File: config.mk
export PLATFORM = sky130hd
export DESIGN_NAME = rxhalt_guard
export DESIGN_NICKNAME = d
export VERILOG_FILES = /design/src/rtl/rxhg_pkg.sv /design/src/rtl/rxhg_buf.sv /design/src/rtl/rxhg_ctrl.sv /design/src/rtl/rxhg_resync.sv /design/src/rtl/rxhalt_guard.sv
export SDC_FILE = /design/constraint.sdc
export NUM_CORES = 1
export LEC_CHECK = 0
export BUFFER_PORTS_ARGS = -buffer_cell sky130_fd_sc_hd__buf_2
export CORE_MARGIN = 5
export CORE_UTILIZATION = 41
export DETAILED_ROUTE_END_ITERATION = 6
export PLACE_DENSITY = 0.7
export SETUP_SLACK_MARGIN = 0.5
export SLEW_MARGIN = 0
export SYNTH_ARGS = -nofsm -noshare
export SYNTH_HDL_FRONTEND = slang
export SYNTH_HIERARCHICAL = 1
export SYNTH_SLANG_ARGS = --single-unit
File: constraint.sdc
create_clock -name clk -period 3.2 [get_ports clk]
set_input_delay 0.32 -clock clk [delete_from_list [all_inputs] [get_ports clk]]
set_output_delay 0.32 -clock clk [all_outputs]
set_load 0.1 [all_outputs]
File: src/rtl/rxhg_pkg.sv
package rxhg_pkg;
  typedef enum logic [1:0] {
    ST_RUN   = 2'd0,
    ST_DRAIN = 2'd1,
    ST_HALT  = 2'd2
  } rx_state_t;
endpackage

File: src/rtl/rxhg_buf.sv
// Verification buffer: simple dual-port memory with a registered read port.
module rxhg_buf #(
  parameter int WW = 17,
  parameter int AW = 4
) (
  input  logic          clk,
  input  logic          we,
  input  logic [AW-1:0] waddr,
  input  logic [WW-1:0] wdata,
  input  logic          re,
  input  logic [AW-1:0] raddr,
  output logic [WW-1:0] rdata
);
  localparam int NWORDS = 1 << AW;

  logic [WW-1:0] mem [0:NWORDS-1];

  always_ff @(posedge clk) begin
    if (we) mem[waddr] <= wdata;
    if (re) rdata <= mem[raddr];
  end
endmodule

File: src/rtl/rxhg_ctrl.sv
// Pointer and halt state machine.
// wp: next tag to assign. cp: first word not yet released. rp: next word to read.
module rxhg_ctrl
  import rxhg_pkg::*;
#(
  parameter int AW = 4
) (
  input  logic          clk,
  input  logic          rst,
  input  logic          in_valid,
  input  logic          commit_valid,
  input  logic [AW:0]   commit_tag,
  input  logic          err_event,
  input  logic [AW:0]   err_tag,
  input  logic          err_active,
  input  logic          resume,
  output logic          mem_we,
  output logic [AW-1:0] mem_waddr,
  output logic          mem_re,
  output logic [AW-1:0] mem_raddr,
  output logic          restart,
  output logic          halt
);
  localparam logic [AW:0] ONE = 1;

  rx_state_t   st;
  logic [AW:0] wp, rp, cp;
  logic        rd_q;
  logic        full;

  // Pointers carry one extra wrap bit, so full and empty can be told apart.
  assign full      = (wp[AW] != rp[AW]) && (wp[AW-1:0] == rp[AW-1:0]);
  assign mem_we    = (st == ST_RUN) && in_valid && !full;
  assign mem_waddr = wp[AW-1:0];
  assign mem_re    = (st != ST_HALT) && (rp != cp);
  assign mem_raddr = rp[AW-1:0];
  assign restart   = (st == ST_HALT) && resume && !err_active;

  always_ff @(posedge clk) begin
    if (rst) begin
      st   <= ST_RUN;
      wp   <= '0;
      rp   <= '0;
      cp   <= '0;
      rd_q <= 1'b0;
      halt <= 1'b0;
    end else begin
      rd_q <= mem_re;
      if (mem_re) rp <= rp + ONE;
      unique case (st)
        ST_RUN: begin
          if (err_event) begin
            // Keep up to the last good word; forget everything after it.
            cp <= err_tag + ONE;
            wp <= err_tag + ONE;
            st <= ST_DRAIN;
          end else begin
            if (mem_we)       wp <= wp + ONE;
            if (commit_valid) cp <= commit_tag + ONE;
          end
        end
        ST_DRAIN: begin
          // Halt once the last kept word has left the read register.
          if (rp == cp && !rd_q) begin
            st   <= ST_HALT;
            halt <= 1'b1;
          end
        end
        ST_HALT: begin
          if (restart) begin
            st   <= ST_RUN;
            halt <= 1'b0;
            wp   <= '0;
            rp   <= '0;
            cp   <= '0;
          end
        end
        default: st <= ST_HALT;
      endcase
    end
  end
endmodule

File: src/rtl/rxhg_resync.sv
// Output stage: registers the FIFO write and drops words after a realigning restart.
module rxhg_resync #(
  parameter int DW = 16
) (
  input  logic          clk,
  input  logic          rst,
  input  logic          rd_issue,
  input  logic [DW:0]   rdata,
  input  logic          restart,
  input  logic          resync_en,
  output logic          wr_en,
  output logic [DW-1:0] wr_data,
  output logic          wr_eop
);
  logic rd_vld;
  logic drop_q;
  logic word_eop;

  assign word_eop = rdata[DW];

  always_ff @(posedge clk) begin
    if (rst) begin
      rd_vld  <= 1'b0;
      drop_q  <= 1'b0;
      wr_en   <= 1'b0;
      wr_data <= '0;
      wr_eop  <= 1'b0;
    end else begin
      rd_vld <= rd_issue;
      wr_en  <= rd_vld && !drop_q;
      if (rd_vld) begin
        wr_data <= rdata[DW-1:0];
        wr_eop  <= word_eop;
      end
      if (restart)
        drop_q <= resync_en;
      else if (rd_vld && drop_q && word_eop)
        drop_q <= 1'b0;
    end
  end
endmodule

File: src/rtl/rxhalt_guard.sv
module rxhalt_guard #(
  parameter int DW    = 16,
  parameter int DEPTH = 16
) (
  input  logic                    clk,
  input  logic                    rst,
  input  logic                    in_valid,
  input  logic [DW-1:0]           in_data,
  input  logic                    in_eop,
  input  logic                    commit_valid,
  input  logic [$clog2(DEPTH):0]  commit_tag,
  input  logic                    err_event,
  input  logic [$clog2(DEPTH):0]  err_tag,
  input  logic                    err_active,
  input  logic                    resume,
  input  logic                    resync_en,
  output logic                    wr_en,
  output logic [DW-1:0]           wr_data,
  output logic                    wr_eop,
  output logic                    halt
);
  localparam int AW = $clog2(DEPTH);
  localparam int WW = DW + 1;

  logic          mem_we, mem_re, restart;
  logic [AW-1:0] mem_waddr, mem_raddr;
  logic [WW-1:0] mem_rdata;

  rxhg_ctrl #(.AW(AW)) u_ctrl (
    .clk          (clk),
    .rst          (rst),
    .in_valid     (in_valid),
    .commit_valid (commit_valid),
    .commit_tag   (commit_tag),
    .err_event    (err_event),
    .err_tag      (err_tag),
    .err_active   (err_active),
    .resume       (resume),
    .mem_we       (mem_we),
    .mem_waddr    (mem_waddr),
    .mem_re       (mem_re),
    .mem_raddr    (mem_raddr),
    .restart      (restart),
    .halt         (halt)
  );

  rxhg_buf #(.WW(WW), .AW(AW)) u_buf (
    .clk   (clk),
    .we    (mem_we),
    .waddr (mem_waddr),
    .wdata ({in_eop, in_data}),
    .re    (mem_re),
    .raddr (mem_raddr),
    .rdata (mem_rdata)
  );

  rxhg_resync #(.DW(DW)) u_out (
    .clk       (clk),
    .rst       (rst),
    .rd_issue  (mem_re),
    .rdata     (mem_rdata),
    .restart   (restart),
    .resync_en (resync_en),
    .wr_en     (wr_en),
    .wr_data   (wr_data),
    .wr_eop    (wr_eop)
  );
endmodule

==> results of run 1 <==
## timing repair
| item | CTS | global route |
|---|---|---|
| setup endpoints to repair | 0 | 17 |
| resized for setup | 0 | 1 |
| hold endpoints to repair | 0 | 0 |
## final cells by class
type                    instances  area (sq um)  share of cell area [%]
well taps                     396           495                    3.37
flip-flops and latches        328          9460                    64.3
repair buffers                 87           546                    3.71
multi-input cells             301          3140                    21.3
clock inverters                16           151                    1.03
inverters                       4          15.0                   0.102
clock buffers                  44           910                    6.18
## power by group
part | switching (mW) | internal [mW] | leakage [nW]
Sequential | 0.220 | 5.11 | 2.95
Combinational | 1.72 | 1.11 | 1.39
Clock | 1.54 | 2.25 | 0.518
Total | 3.48 | 8.47 | 4.85
## layer usage
layer  track usage, %  wire length, microns
met1             22.4                 11700
met2             24.4                 13000
met3             2.60                  1590
met4             3.67                   459
met5                0                     0
## layout by cell type (no fill, tap or decap), drive strengths merged, types with 2 or more instances in the layout
master / Yosys / layout
edfxtp: 289 / 289
buf: 28 / 87
mux4: 68 / 68
nor2: 46 / 46
clkbuf: 13 / 44
dfxtp: 39 / 39
a22oi: 34 / 34
nand2: 31 / 31
mux2i: 21 / 21
a21oi: 13 / 13
clkinv: 1 / 12
xnor2: 10 / 10
nand3: 9 / 9
xor2: 8 / 8
nor3: 8 / 8
o21ai: 7 / 7
a211oi: 6 / 6
nand2b: 5 / 5
nor2b: 4 / 4
ha: 4 / 4
inv: 3 / 4
bufinv: 0 / 3
nand3b: 3 / 3
nor3b: 3 / 3
and2: 2 / 2
o21a: 2 / 2
or3: 2 / 2
nor4: 2 / 2
## critical path: stages (launching register included)
cell and delay, ps:
dfxtp_1 520, xnor2_1 110, nand2_1 120, o21ai_0 130, nor3_2 230, or3b_2 580
nor3_4 130, buf_4 300
## sequential cells by signal, indices dropped and copies added (netlist names)
register and count:
u_ctrl/wp 5, u_out/wr_en 1, u_buf/mem 272, u_ctrl/st 2, u_out/wr_data 16, u_out/rd_vld 1
u_out/wr_eop 1, u_ctrl/rp 5, u_buf/rdata 17, u_out/drop_q 1, u_ctrl/rd_q 1, u_ctrl/halt 1
u_ctrl/cp 5
## stage by stage
stage	hold WS, ps	worst slack (ps)
2_1_floorplan	399	522
3_3_place_gp	420	765
3_5_place_dp	423	675
4_1_cts	88.1	638
5_1_grt	103	528
6_report	99.8	751
## cell families after synthesis
| family | count (synthesis) | synth area share (%) |
|---|---|---|
| flops | 328 | 73.9 |
| simple gates | 119 | 4.46 |
| mux | 90 | 13.8 |
| compound gates | 70 | 4.03 |
| buf+inv | 45 | 2.24 |
| xor+xnor | 18 | 1.23 |
| fa+ha+maj | 4 | 0.391 |
## worst paths after layout
kind                      end  cells past startpoint         start  slack, ps
max          u_buf/mem[0][14]                      7  u_ctrl/rp[2]        750
min              u_out/drop_q                      3     resync_en        100
max reg2reg  u_buf/mem[0][14]                      7  u_ctrl/rp[2]        750
min reg2reg       u_out/wr_en                      1  u_out/drop_q        440
==> summary.txt, run 1 <==
Detailed routing
  – Post-route DRC: 0
  – Antenna-violating nets left: 0
  – Vias: between 6000 and 7000
  – Drt wl/cell: 22.7 microns
  – First-pass DRT Iterations: 5
  – Total Routed Length: between 20 and 30 mm
  – Initial DRC count: roughly 530
  – Drt via density: 5.51

Worst setup path
  – WS Path Type: flop to flop
  – CP Max Fanout: 17
  – Critical path capture point type: flop
  – Data arrival time of the worst path: approximately 2600 ps
  – Kind of start point of the critical path: flop
  – CP required: between 3000 and 4000 ps

Clock network
  – CTS tree: built
  – Longest Clk Path Bufs: 3
  – TritonCTS sink count: between 300 and 400
  – Post-CTS setup buffers: 0
  – H-tree levels: 2
  – Clock-pin slew on the worst setup and hold paths: 60 ps
  – Clock root buffer: clkbuf_16
  – Number of hold buffers added after CTS: 0
  – Num CTS Buffers: 34
  – Clock Latency Late Sink: 510 ps

Placement
  – DP HPWL: ~16 mm
  – Final GP Congestion: between 0.7 and 0.8
  – PortBufs: 53
  – DP Area: 13700 sq um
  – Inst Count DP: roughly 1100

Power and ir drop
  – Max rail drop VDD: 436 uV
  – PwrDens: 811 nW/um^2
  – Total power: approximately 12 mW
  – Lkg Pwr: ~4.9 nW

Job
  – Number of max-cap violations: 0

Timing
  – Actual slew at the worst max-slew pin: 1090 ps
  – Relative slew margins: 27.4%
  – Final period util: 76.5%
  – Clock Skew: approximately 27 ps
  – Setup TNS: 0 ps
  – Max-slew violation count: 0
  – RSZ-0062 raised after global routing: no
  – Tmin final: ~2400 ps
  – Hold Vio Cnt, Final: 0
  – Final setup vio count: 0
  – FMAX: between 400 and 500 MHz

Cells and area
  – Area delta synth->final: 15.0%
  – Post-route design area: between 10000 and 15000 sq um
  – Post-route insts no fill: 1176
  – Fillcell total: around 2600
  – Share of layout cells above drive strength 1: roughly 29%
  – Layout Nets: 795
  – Antenna cell count: 0
  – Final core occ: 47.9%

Yosys
  – Netlist Area Pre-Place: 12800 sq um
  – Total number of yosys warnings: 6
  – Largest cells by area after synthesis: edfxtp_1 68%, mux4_2 11%, dfxtp_1 6.1%, a22oi_1 2.0%, mux2i_1 1.6%
  – Avg Cell Area, Syn: ~19 sq um
  – Synth Flop Type: edfxtp_1
  – Distinct cell type count after synthesis: between 50 and 60
  – Cells after synthesis: 674
  – Synth top cells by count: 289 x edfxtp_1, 65 x mux4_2, 46 x nor2_1
  – Syn_nets: around 710
  – Async SR Flop Fraction: 0%
  – Post-synth top area share: roughly two thirds
  – Number of flops mapped to enable cells by yosys: between 200 and 300
  – Seq cells post-synth: around 330
  – Area leader, netlist: edfxtp_1
  – Sequential area share after synthesis: around three quarters
  – Count leader, synth: edfxtp_1

Die
  – CORE AREA: 30700 sq um
  – Initial Util: between 40% and 50%
  – Die H: 187 microns
  – Die Wd: between 150 and 200 microns
  – FP Rows: 64
  – IO Pins: between 50 and 60
  – Die area: around 35000 sq um

GRT
  – First-pass GRT wire length: between 40 and 50 mm
  – Vias in the first global route: about 6600
  – All-Layer GR Usage: 15.3%
  – Initial antenna violation count: 0
  – GRT overflow: 0
  – Pin count of the biggest net entering global routing: 73

Min path
  – Worst Hold Class: input port to flop

Outcome
  – Status: complete, no violations
Power figures use the tool's default switching activity.
==> run 2: changes to the inputs <==
==> constraint.sdc (replaced) <==
create_clock -name clk -period 2 [get_ports clk]
set_input_delay 0.2 -clock clk [delete_from_list [all_inputs] [get_ports clk]]
set_output_delay 0.2 -clock clk [all_outputs]
set_load 0.1 [all_outputs]
==> run 2 against run 1 <==
The run now ends with setup timing left; clock power rose by 67%; non-clock buffer count rose by 78; hold slack got worse by 66 ps; register-to-register slack got worse by 810 ps; largest cell class unchanged.
==> summary.txt, run 2 (synthesis gave the netlist of run 1 again) <==
Outcome
  – Status: finished with violations (was complete, no violations)
  – Failing checks: setup timing

Detailed routing
  – Initial DRC count: 655 (was 529)
  – Met1 wire length: 12.0 mm (was 11.7 mm)
  – Wire length on met2: 14.3 mm (was 13.0 mm)
  – Total Routed Length: 28.4 mm (was 26.7 mm)
  – First-pass DRT Iterations: 5 (unchanged)
  – Vias: 6861 (was 6477)
  – Met3 wire len: 1.60 mm (was 1.59 mm)
  – Post-route DRC: 0 (unchanged)
  – Antenna-violating nets left: 0 (unchanged)
  – Uppermost routed layer: met5 (was met4)
  – Drt wl/cell: 22.6 microns (was 22.7 microns)
  – Drt via density: 5.46 (was 5.51)

Timing
  – Max-slew violation count: 0 (unchanged)
  – RSZ-0062 raised after global routing: yes (was no)
  – Setup TNS: -2200 ps (was 0 ps)
  – Actual slew at the worst max-slew pin: 896 ps (was 1090 ps)
  – Final WS setup: -57.1 ps (was 751 ps)
  – Hold WS: 34.1 ps (was 99.8 ps)
  – Final period util: 103% (was 76.5%)
  – Tmin final: 2060 ps (was 2450 ps)
  – Relative slew margins: 40.3% (was 27.4%)
  – Clock Skew: 20.1 ps (was 27.2 ps)
  – Hold Vio Cnt, Final: 0 (unchanged)
  – FMAX: 486 MHz (was 408 MHz)
  – Final setup vio count: 64 (was 0)

Power and ir drop
  – Clk pwr share: 28.4% (was 31.7%)
  – Max rail drop VDD: 698 uV (was 436 uV)
  – Cell Int Power: 15.8 mW (was 8.47 mW)
  – Lkg Pwr: 5.53 nW (was 4.85 nW)
  – Total power: 22.2 mW (was 11.9 mW)
  – Net switching power figure: 6.46 mW (was 3.48 mW)
  – Sequential Power Share: 37.8% (was 44.6%)
  – Switch share: 29.0% (was 29.1%)
  – Logic pwr share: 33.8% (was 23.7%)
  – PwrDens: 1350 nW/um^2 (was 811 nW/um^2)

Placement
  – DP HPWL: 15.8 mm (was 16.2 mm)
  – Inst Count DP: 1142 (was 1116)
  – Place WS: -86.1 ps (was 675 ps)
  – DP Area: 14100 sq um (was 13700 sq um)
  – PortBufs: 53 (unchanged)
  – Final GP Congestion: 0.779 (about the same)

Cells and area
  – Register Area: 9480 sq um (was 9460 sq um)
  – Post-route insts no fill: 1256 (was 1176)
  – Antenna cell count: 0 (unchanged)
  – Final core occ: 53.6% (was 47.9%)
  – Multi-input gate area: 3500 sq um (was 3140 sq um)
  – Commonest non-fill, non-tap cell in the layout: edfxtp_1 (unchanged)
  – Commonest cells after routing, fill and taps aside: 289 x edfxtp_1, 68 x mux4_2, 46 x buf_2, 40 x clkbuf_16, 39 x buf_4 (was 289 x edfxtp_1, 65 x mux4_2, 53 x buf_2, 37 x dfxtp_1, 35 x clkbuf_16)
  – Fillcell total: 2332 (was 2557)
  – Share of layout cells above drive strength 1: 44.4% (was 29.1%)
  – Post-route design area: 16500 sq um (was 14700 sq um)
  – Largest regs: u_buf/mem: 272 flops, u_buf/rdata: 17 flops, u_out/wr_data: 16 flops (unchanged)
  – Largest register FFs: 272 (unchanged)
  – Area delta synth->final: 28.8% (was 15.0%)
  – Layout Nets: 874 (was 795)
  – Largest Register: u_buf/mem (unchanged)

GRT
  – First-pass GRT wire length: 42.3 mm (was 41.3 mm)
  – GRT overflow: 0 (unchanged)
  – Pin count of the biggest net entering global routing: 33 (was 73)
  – Vias in the first global route: 6937 (was 6632)
  – Initial antenna violation count: 3 (was 0)
  – All-Layer GR Usage: 15.7% (was 15.3%)

Die
  – IO Pins: 54 (unchanged)
  – Die Wd: 187 microns (unchanged)
  – Initial Util: 41.6% (unchanged)
  – FP Rows: 64 (unchanged)
  – Die area: 34900 sq um (unchanged)
  – Die H: 187 microns (unchanged)
  – CORE AREA: 30700 sq um (unchanged)

Clock network
  – CTS tree: built (unchanged)
  – Longest Clk Path Bufs: 3 (unchanged)
  – Num CTS Buffers: 34 (unchanged)
  – Clock-pin slew on the worst setup and hold paths: 60 ps (about the same)
  – H-tree levels: 2 (unchanged)
  – Clock root buffer: clkbuf_16 (unchanged)
  – Clock Latency Late Sink: 510 ps (about the same)
  – TritonCTS sink count: 328 (unchanged)

Worst setup path
  – CP Max Fanout: 17 (unchanged)
  – CP required: 2200 ps (was 3370 ps)
  – FF-to-FF setup slack: -60 ps (was 750 ps)
  – Slowest cell delay on critical path: 460 ps (was 580 ps)
  – Buffers and inverters on the worst path: 2 (was 1)
  – FF-to-FF path depth: 8 (was 7)
  – Cells along the critical path: xor2_1, nand3_1, o21ai_2, nor3_4, or3b_4, buf_4, nor2_4, buf_12 (was xnor2_1, nand2_1, o21ai_0, nor3_2, or3b_2, nor3_4, buf_4)
  – Cell family with most CP delay: simple AND/OR/NAND/NOR gates (unchanged)
  – Kind of start point of the critical path: flop (unchanged)
  – Data arrival time of the worst path: 2260 ps (was 2620 ps)
  – WS Path Type: flop to flop (unchanged)
  – R2r endpoint: u_buf/mem[3][16] (was u_buf/mem[0][14])
  – Critical path capture point type: flop (unchanged)
  – Reg-to-Reg Start: u_ctrl/wp[4] (was u_ctrl/rp[2])
  – Slowest CP cell: or3b_4 (was or3b_2)

Min path
  – Hold Crit Depth: 2 (was 3)
  – Hold Crit Start: rst (was resync_en)
  – Hold Path Sink: u_ctrl/rp[0] (was u_out/drop_q)
  – Worst Hold Class: input port to flop (unchanged)

Job
  – Number of max-cap violations: 0 (unchanged)
==> run 2: changes by cell type in the layout (fill, tap and decap cells not counted), sizes merged <==
cell and delta:
buf +65, bufinv +1, clkbuf +12, clkinv -1, dlygate4sd3 +1, inv +1
o31ai +1
==> run 2: power by group through the flow <==
stage,clock network (mW),logic (mW),registers (mW)
2_1_floorplan,0,3.16,9.33
3_3_place_gp,0,5.18,8.49
3_5_place_dp,0,5.23,8.52
4_1_cts,6.40,6.70,8.39
5_1_grt,6.74,7.89,8.47
6_report,6.31,7.52,8.41
==> run 2: worst max path at each step <==
stage                      start               end  cells past startpoint
detailed placement  u_ctrl/wp[4]  u_buf/mem[0][13]                      7
CTS                 u_ctrl/wp[4]   u_buf/mem[0][2]                      7
floorplan           u_ctrl/rp[2]   u_buf/mem[0][0]                      7
finish              u_ctrl/wp[4]  u_buf/mem[3][16]                      8
global route        u_ctrl/wp[4]   u_buf/mem[2][8]                      7
global placement    u_ctrl/wp[4]  u_buf/mem[0][14]                      7
==> run 2: timing repair <==
| action | in CTS | in global routing |
|---|---|---|
| setup endpoints to repair | 323 | 333 |
| hold endpoints to repair | 1 | 0 |
| buffers inserted | 25 | 13 |
| hold buffers | 1 | 0 |
| pin swaps | 34 | 33 |
| gates resized for setup | 78 | 66 |
| cloned | 8 | 6 |
==> run 2: cell type report <==
cell class / instances / share of cell area (%)
repair buffers: 165 / 11.4
inverters: 4 / 0.0910
clock inverters: 17 / 1.15
clock buffers: 44 / 5.64
flip-flops and latches: 328 / 57.5
multi-input cells: 302 / 21.2
well taps: 396 / 3.00
==> run 2: routing by layer <==
metal  up-vias  track usage (%)
met5         -                0
met4         4             3.70
met3        43             2.73
met2       214             26.0
met1      3569             22.1
li1       3031                -
